$ cat config.mk
export PLATFORM = sky130hd
export DESIGN_NAME = line_fill_biu
export DESIGN_NICKNAME = d
export VERILOG_FILES = /design/src/rtl/lfb_pkg.sv /design/src/rtl/lfb_seq.sv /design/src/rtl/lfb_addr_gen.sv /design/src/rtl/lfb_rsp_reg.sv /design/src/rtl/line_fill_biu.sv
export SDC_FILE = /design/constraint.sdc
export NUM_CORES = 1
export LEC_CHECK = 0
export BUFFER_PORTS_ARGS = -buffer_cell sky130_fd_sc_hd__buf_2
export CAP_MARGIN = 20
export CELL_PAD_IN_SITES_DETAIL_PLACEMENT = 1
export CELL_PAD_IN_SITES_GLOBAL_PLACEMENT = 2
export CORE_MARGIN = 1.5
export CORE_UTILIZATION = 24
export CTS_CLUSTER_DIAMETER = 30
export CTS_CLUSTER_SIZE = 40
export DETAILED_ROUTE_END_ITERATION = 8
export GPL_ROUTABILITY_DRIVEN = 0
export PLACE_DENSITY_LB_ADDON = 0.2
export SLEW_MARGIN = 0
export SYNTH_ARGS = -nofsm -noshare
export SYNTH_HDL_FRONTEND = slang
export SYNTH_SLANG_ARGS = --single-unit
export TNS_END_PERCENT = 30
$ cat constraint.sdc
create_clock -name clk -period 1.65 [get_ports clk]
set_clock_uncertainty 0.1 [all_clocks]
set_input_delay 0.0825 -clock clk [delete_from_list [all_inputs] [get_ports clk]]
set_output_delay 0.0825 -clock clk [all_outputs]
set_load 0.01 [all_outputs]
$ cat src/rtl/lfb_pkg.sv
package lfb_pkg;
  typedef enum logic [2:0] {
    ST_IDLE,
    ST_BEAT,
    ST_GAP,
    ST_TAIL,
    ST_TURN
  } lfb_state_e;
endpackage

$ cat src/rtl/lfb_seq.sv
module lfb_seq
  import lfb_pkg::*;
#(
  parameter int FAST = 0
) (
  input  logic clk,
  input  logic rst_n,
  input  logic start_i,
  input  logic single_i,
  input  logic ack_i,
  input  logic last_i,
  output logic single_o,
  output logic cyc_o,
  output logic stb_o,
  output logic idle_o,
  output logic adv_o
);
  lfb_state_e state_q, state_d;
  logic       single_q;

  always_comb begin
    state_d = state_q;
    unique case (state_q)
      ST_IDLE: if (start_i) state_d = ST_BEAT;
      ST_BEAT: begin
        if (ack_i) begin
          if (last_i) state_d = (FAST != 0) ? ST_IDLE : ST_TAIL;
          else        state_d = (FAST != 0) ? ST_BEAT : ST_GAP;
        end
      end
      ST_GAP:  state_d = ST_BEAT;
      ST_TAIL: state_d = single_q ? ST_TURN : ST_IDLE;
      ST_TURN: state_d = ST_IDLE;
      default: state_d = ST_IDLE;
    endcase
  end

  always_ff @(posedge clk or negedge rst_n) begin
    if (!rst_n) begin
      state_q  <= ST_IDLE;
      single_q <= 1'b0;
    end else begin
      state_q <= state_d;
      if (start_i && state_q == ST_IDLE) single_q <= single_i;
    end
  end

  assign single_o = single_q;
  assign stb_o    = (state_q == ST_BEAT);
  assign cyc_o    = (state_q == ST_BEAT) || (state_q == ST_GAP) || (state_q == ST_TAIL);
  assign idle_o   = (state_q == ST_IDLE);
  assign adv_o    = stb_o && ack_i;


  stb_implies_cyc_chk: assert property (@(posedge clk) disable iff (!rst_n)
    stb_o |-> cyc_o);

  generate
    if (FAST == 0) begin : g_reg_timing

      gap_after_ack_chk: assert property (@(posedge clk) disable iff (!rst_n)
        (stb_o && ack_i) |=> !stb_o);
    end else begin : g_fast_timing

      back_to_back_chk: assert property (@(posedge clk) disable iff (!rst_n)
        (stb_o && ack_i && !last_i) |=> stb_o);
    end
  endgenerate
endmodule

$ cat src/rtl/lfb_addr_gen.sv
module lfb_addr_gen #(
  parameter int ADDR_W = 32,
  parameter int WORDS  = 4,
  parameter int BYTES  = 4
) (
  input  logic                       clk,
  input  logic                       rst_n,
  input  logic                       load_i,
  input  logic                       load_single_i,
  input  logic [ADDR_W-1:0]          addr_i,
  input  logic                       adv_i,
  input  logic                       single_i,
  output logic [ADDR_W-1:0]          adr_o,
  output logic [$clog2(WORDS)-1:0]   idx_o,
  output logic                       last_o
);
  localparam int IDX_W = $clog2(WORDS);
  localparam int OFF_W = $clog2(BYTES);
  localparam logic [ADDR_W-1:0] WORD_MASK = ~ADDR_W'(BYTES - 1);
  localparam logic [ADDR_W-1:0] LINE_MASK = ~ADDR_W'(WORDS * BYTES - 1);
  localparam logic [IDX_W-1:0]  IDX_LAST  = IDX_W'(WORDS - 1);

  logic [ADDR_W-1:0] adr_q;
  logic [IDX_W-1:0]  idx_q;

  always_ff @(posedge clk or negedge rst_n) begin
    if (!rst_n) begin
      adr_q <= '0;
      idx_q <= '0;
    end else if (load_i) begin
      adr_q <= addr_i & (load_single_i ? WORD_MASK : LINE_MASK);
      idx_q <= load_single_i ? addr_i[OFF_W +: IDX_W] : '0;
    end else if (adv_i) begin
      adr_q <= adr_q + ADDR_W'(BYTES);
      idx_q <= idx_q + 1'b1;
    end
  end

  assign adr_o  = adr_q;
  assign idx_o  = idx_q;
  assign last_o = single_i || (idx_q == IDX_LAST);
endmodule

$ cat src/rtl/lfb_rsp_reg.sv
module lfb_rsp_reg #(
  parameter int DATA_W = 32,
  parameter int IDX_W  = 2
) (
  input  logic              clk,
  input  logic              rst_n,
  input  logic              cap_i,
  input  logic              last_i,
  input  logic [DATA_W-1:0] data_i,
  input  logic [IDX_W-1:0]  idx_i,
  output logic              valid_o,
  output logic [DATA_W-1:0] data_o,
  output logic [IDX_W-1:0]  idx_o,
  output logic              done_o
);
  always_ff @(posedge clk or negedge rst_n) begin
    if (!rst_n) begin
      valid_o <= 1'b0;
      done_o  <= 1'b0;
      data_o  <= '0;
      idx_o   <= '0;
    end else begin
      valid_o <= cap_i;
      done_o  <= cap_i && last_i;
      if (cap_i) begin
        data_o <= data_i;
        idx_o  <= idx_i;
      end
    end
  end
endmodule

$ cat src/rtl/line_fill_biu.sv
module line_fill_biu #(
  parameter int FAST_BEATS = 0,
  parameter int ADDR_W     = 32,
  parameter int DATA_W     = 32,
  parameter int WORDS      = 4
) (
  input  logic                     clk,
  input  logic                     rst_n,
  input  logic                     req_valid,
  output logic                     req_ready,
  input  logic [ADDR_W-1:0]        req_addr,
  input  logic                     req_single,
  output logic                     wb_cyc_o,
  output logic                     wb_stb_o,
  output logic [ADDR_W-1:0]        wb_adr_o,
  input  logic [DATA_W-1:0]        wb_dat_i,
  input  logic                     wb_ack_i,
  output logic                     rsp_valid,
  output logic [DATA_W-1:0]        rsp_data,
  output logic [$clog2(WORDS)-1:0] rsp_idx,
  output logic                     fill_done
);
  localparam int IDX_W = $clog2(WORDS);
  localparam int BYTES = DATA_W / 8;

  logic             start, idle, adv, last, single_q;
  logic [IDX_W-1:0] idx;

  assign req_ready = idle;
  assign start     = req_valid && idle;

  lfb_seq #(.FAST(FAST_BEATS)) u_seq (
    .clk      (clk),
    .rst_n    (rst_n),
    .start_i  (start),
    .single_i (req_single),
    .ack_i    (wb_ack_i),
    .last_i   (last),
    .single_o (single_q),
    .cyc_o    (wb_cyc_o),
    .stb_o    (wb_stb_o),
    .idle_o   (idle),
    .adv_o    (adv)
  );

  lfb_addr_gen #(.ADDR_W(ADDR_W), .WORDS(WORDS), .BYTES(BYTES)) u_addr (
    .clk           (clk),
    .rst_n         (rst_n),
    .load_i        (start),
    .load_single_i (req_single),
    .addr_i        (req_addr),
    .adv_i         (adv),
    .single_i      (single_q),
    .adr_o         (wb_adr_o),
    .idx_o         (idx),
    .last_o        (last)
  );

  lfb_rsp_reg #(.DATA_W(DATA_W), .IDX_W(IDX_W)) u_rsp (
    .clk     (clk),
    .rst_n   (rst_n),
    .cap_i   (adv),
    .last_i  (last),
    .data_i  (wb_dat_i),
    .idx_i   (idx),
    .valid_o (rsp_valid),
    .data_o  (rsp_data),
    .idx_o   (rsp_idx),
    .done_o  (fill_done)
  );


  stall_hold_chk: assert property (@(posedge clk) disable iff (!rst_n)
    (wb_stb_o && !wb_ack_i) |=> (wb_stb_o && $stable(wb_adr_o)));

  ready_idle_chk: assert property (@(posedge clk) disable iff (!rst_n)
    req_ready |-> (!wb_cyc_o && !wb_stb_o));

  rsp_after_ack_chk: assert property (@(posedge clk) disable iff (!rst_n)
    rsp_valid |-> $past(wb_stb_o && wb_ack_i));

  done_with_rsp_chk: assert property (@(posedge clk) disable iff (!rst_n)
    fill_done |-> rsp_valid);

  done_single_chk: assert property (@(posedge clk) disable iff (!rst_n)
    fill_done |=> !fill_done);
endmodule

# Yosys cells after proc, flatten, opt, wreduce, memory -nomap -nowiden
# Index checks and enable logic that the tools add are counted.
# totals
reg_bits,74
output_inout_bits,71
word_cells,38
# classes
add_sub_neg,2
n_eq_ne,6
n_mux,11
bitwise_logic,1
n_reduce_logical,10
# ops
op,count
$mux 32,2
$add 32x3->32 const B,1
$and 32x32->32,1
$pmux 3 s4,1
$mux 3,3
$eq 3x2->1 const B,2
$mux 2,3
$logic_and 1x1->1,4
$mux 4,1
$eq 3x1->1 const B,1
$logic_not 3->1,1
$logic_or 1x1->1,3
$add 2x1->2 const B,1
$eq 2x2->1 const B,1
$ne 2x1->1 const B,1
$ne 2x2->1 const B,1
$reduce_and 2->1,1
$reduce_bool 2->1,1
$mux 1,1

# Longest topological paths before layout
# depth
word_depth,5
mapped_depth,8

# Modules after synthesis
# From an unflattened synthesis, not the netlist that was laid out.
# hier_totals
hier_cells,313
area_unflattened_um2,3588.4
# modules_own_cells
mod,n_inst,cells_each,area_per_inst_um2,seq_area_each_um2
lfb_addr_gen,1,220,1915.6,800.8
lfb_rsp_reg,1,75,1470.2,900.9
lfb_seq,1,17,196.4,100.1
line_fill_biu,1,1,6.3,0.0

# Worst setup path after synthesis
# No wires, ideal clock.
# synth_path
path_kind,flip-flop to flip-flop
startpoint,register u_seq.state_q[2]
endpoint,register u_addr.adr_q[23] (netlist: u_addr.adr_o[23])
setup_time_ns,0.136
t_arrival_ns,1.583
required_ns,1.414
slack_ns,-0.169
stages_incl_launch_ff,6
path_buffers,2
period_less_slack_ns,1.819
path_cell_list,dfrtp_1 > nor3_1 > and2_1 > buf_2 > buf_1 > o21ai_0
# synth_via
elab_chain_len,3
# synth_lines
element,line_no,rtl
"start, declared",lfb_seq.sv:18,"lfb_state_e state_q, state_d;"
"start signal, assigned",lfb_seq.sv:43,state_q <= state_d;
$logic_not 3->1 *,lfb_seq.sv:51,assign idle_o = (state_q == ST_IDLE);
via req_ready,line_fill_biu.sv:10,"output logic req_ready,"
$logic_and 1x1->1 *,line_fill_biu.sv:30,assign start = req_valid && idle;
$mux 32 or $reduce_bool 2->1 (tied branches),-,
"end signal, assigned",lfb_addr_gen.sv:31,adr_q <= addr_i & (load_single_i ? WORD_MASK : LINE_MASK);
"end signal, assigned",lfb_addr_gen.sv:34,adr_q <= adr_q + ADDR_W'(BYTES);
"end, declared",lfb_addr_gen.sv:23,logic [ADDR_W-1:0] adr_q;
# The timed path passes the listed nets; every way through them passes the cells marked *.
# A chain may end at the register's enable or synchronous reset.

# Worst setup path after layout
# layout_path
startpoint,register u_addr.adr_q[3] (netlist: u_addr.adr_o[3])
endpoint,register u_addr.adr_q[24] (netlist: u_addr.adr_o[24])
# layout_via
elab_chain_len,3
# layout_lines
element,line_no,rtl
$add 32x3->32,lfb_addr_gen.sv:34,
$mux 32,lfb_addr_gen.sv:33,end else if (adv_i) begin
$mux 32,lfb_addr_gen.sv:30,end else if (load_i) begin
# No other way between the ends. The select of a mux whose other input is x is not followed.

==> flow_summary.json <==
{
  "fmax_ghz": 0.5605,
  "synthAdderAreaFrac_pct": 0.7452,
  "drt-total-wl_um": 12090,
  "switchingPower_mw": 3.739,
  "initial_core_util_pct": 24.38,
  "clock_latency_ns": 0.33,
  "status": "finished, violations left",
  "fin_nets": 703,
  "grt_pass1_vias": 3819,
  "p_per_area_nw_per_um2": 1684,
  "synthMuxAreaShare_pct": 0,
  "cp_cell_sequence": "ha_4, nand4_1, nor4_4, buf_12, nand4_1, xor2_1, a21oi_1",
  "grt_max_degree": 73,
  "synth_top_family_by_area": "simple AND/OR/NAND/NOR gates",
  "antenna_found_initial": 0,
  "hpwl_um": 8261,
  "rr_worst_depth": 7,
  "synth_area_leaders": "dfrtp_1, nand2_1, nand3_1",
  "finalCriticalPeriod_ns": 1.784,
  "port_buffers": 135,
  "ant_nets": 0,
  "cts_root_buffer": "clkbuf_16",
  "post_dp_cell_area_um2": 4681,
  "die_y_um": 121.3,
  "cp_common_cell": "nand4_1",
  "dr_total_vias": 3633,
  "htreeDepth": 3,
  "cts.sinks": 72,
  "fp-row-count": 43,
  "cts_buffers": 9,
  "yosys.area_share.simple_pct": 28.39,
  "synthArstFlopShare_pct": 100.0,
  "postLayoutCoreUtil_pct": 41.68,
  "drcViolationCount": 0,
  "rsz0062_at_grt": "yes",
  "yosysSeqAreaShare_pct": 53.65,
  "wl_per_cell_um": 14.80,
  "holdWs_ns": 0.2062,
  "hold_class": "primary input to asynchronous set/reset pin",
  "layout_setup_ws_ns": -0.1341,
  "clockBufferDepth": 2,
  "p_sw_share_pct": 38.67,
  "ios": 140,
  "p_int_mw": 5.931,
  "crit_cells": 7,
  "finalSetupViolCount": 11,
  "hold_viol": 0,
  "cp_num_buf_inv": 1,
  "setup_tns_ns": -0.8397,
  "crit_path_start_kind": "register",
  "crit_arrival_ns": 1.90,
  "synth_compound_area_share_pct": 10.13,
  "p_total_mw": 9.670,
  "postLayoutCellArea_um2": 5741,
  "cp-end-kind": "register",
  "num-fill-cells": 1671,
  "drv_slew": 0,
  "yosysTopAreaCell": "dfrtp_1",
  "violations": "negative setup slack",
  "core_um2": 13770,
  "yosysWarningCount": 0,
  "slowest_delay_ns": 0.42,
  "track_usage_pct": 16.79,
  "drive_above_1_share_pct": 35.48,
  "seqPwrFrac_pct": 32.2,
  "worstSetupPathType": "register to register",
  "synth_xor_area_share_pct": 3.651,
  "final_common_cell": "nand2_1",
  "grt_pass1_wl_um": 19240,
  "critPathSlowestCell": "dfrtp_1",
  "layout_common_cells": "nand2_1, buf_2, dfrtp_1",
  "synth_cells": 381,
  "syn_area_um2": 3358,
  "synth.distinct_cells": 40,
  "antennaDiodeCount": 0,
  "power_frac_comb_pct": 47.1,
  "cts_tree": "yes",
  "synth_edf_count": 0,
  "area_growth_pct": 70.94,
  "dieWidth_um": 121.3,
  "power_frac_clock_pct": 20.7,
  "period_share_pct": 108.1,
  "grt-ovfl-total": 0,
  "syn_avg_cell_area_um2": 8.814,
  "crit_required_ns": 1.76,
  "peakVddDrop_v": 0.0005816,
  "cts.clk_slew.worst_paths_ns": 0.06,
  "synth_seq_cells": 72,
  "viasPerCell": 4.447,
  "drtPass1Iterations": 4,
  "leakage_nw": 2.856,
  "drt_first_iter_violations": 91,
  "worst-path-max-fanout": 9,
  "synth_top_area_share_pct": 53.65,
  "die_area_um2": 14710,
  "synth_ff_type": "dfrtp_1",
  "path_delay_family": "simple AND/OR/NAND/NOR gates",
  "maxCapViolations": 0
}
## state kept, by name (all words and copies together) (netlist names)
signal / count
u_addr.adr_o: 30
u_addr.idx_o: 2
u_rsp.data_o: 32
u_rsp.done_o: 1
u_rsp.idx_o: 2
u_rsp.valid_o: 1
u_seq.single_o: 1
u_seq.state_q: 3
## cell usage after synthesis (2+ instances only)
| cell | count |
|---|---|
| nand2_1 | 140 |
| dfrtp_1 | 72 |
| nand3_1 | 22 |
| nor2_1 | 15 |
| o21ai_0 | 15 |
| nand4_1 | 12 |
| xor2_1 | 10 |
| a31oi_1 | 9 |
| clkbuf_1 | 8 |
| a21oi_1 | 7 |
| inv_1 | 6 |
| o211ai_1 | 6 |
| and3_1 | 5 |
| buf_1 | 5 |
| buf_2 | 5 |
| nor3_1 | 4 |
| o21ai_1 | 4 |
| xnor2_1 | 4 |
| a22oi_1 | 3 |
| and2_1 | 3 |
| o311ai_0 | 3 |
| a221o_1 | 2 |
| buf_4 | 2 |
| ha_1 | 2 |
| nor4_4 | 2 |
## routing by layer
layer / vias up / global-route usage (%) / routed length (um)
met4: 0 / 6.397 / 221
met5: - / 0 / 0
met2: 74 / 28.74 / 6074
met1: 1756 / 21.29 / 5427
met3: 15 / 2.491 / 370
li1: 1788 / - / -
## through the flow
stage          std cells  setup slack [ns]
6_report             817           -0.1341
5_1_grt              817           -0.2734
3_5_place_dp         733           -0.1916
3_3_place_gp         733           -0.1064
4_1_cts              816           -0.1856
2_1_floorplan        382           -0.1452
## path summary, 6_finish.rpt
kind | from | to | slack (ns)
setup / recovery | u_addr.adr_o[3] | u_addr.adr_o[24] | -0.13
hold / removal | rst_n | u_addr.adr_o[18] | 0.21
setup reg to reg | u_addr.adr_o[3] | u_addr.adr_o[24] | -0.13
hold reg to reg | u_rsp.data_o[21] | u_rsp.data_o[21] | 0.37
max in group asynchronous | rst_n | u_rsp.data_o[7] | 0.89
min in group clk | wb_ack_i | u_rsp.valid_o | 0.28
## power by group through the flow
| stage | registers, mW | logic (mW) | clock network [mW] |
|---|---|---|---|
| floorplan | 3.58 | 1.60 | 0 |
| global placement | 3.07 | 4.25 | 0 |
| detailed placement | 3.12 | 4.31 | 0 |
| CTS | 3.10 | 4.52 | 2.09 |
| global route | 3.23 | 5.05 | 2.15 |
| finish | 3.12 | 4.55 | 2.00 |
## timing repair
action                                  4_1_cts  5_1_grt
pin swaps                                     5        3
endpoints found under the setup margin       32       30
setup buffers                                 1        1
gates resized for setup                      12       19
hold endpoints to repair                    138        0
hold buffers                                 66        0
## cell type report
type	instances	area [um^2]	area share (%)
multi-input combinational	284	1533	26.70
inverter	6	22.52	0.3923
tap	180	225.2	3.923
timing repair buffer	259	1857	32.35
sequential	72	1803	31.41
clock inverter	3	40.04	0.6975
clock buffer	13	260.3	4.534
## worst min-delay path, cell delays in order
cell and delay [ns]:
dlygate4sd3_1 0.53, buf_4 0.11, buf_12 0.33
## cells by family (layout without fill, tap and decap cells)
kind of cell,Yosys count,in the layout
AND/OR/NAND/NOR,212,212
adder cells (fa/ha/maj),2,2
buffers and inverters,26,281
flip-flops,72,72
other,1,2
XOR/XNOR,14,14
AO/OA/AOI/OAI,54,54
No activity file was read; power rests on OpenSTA's default activity.
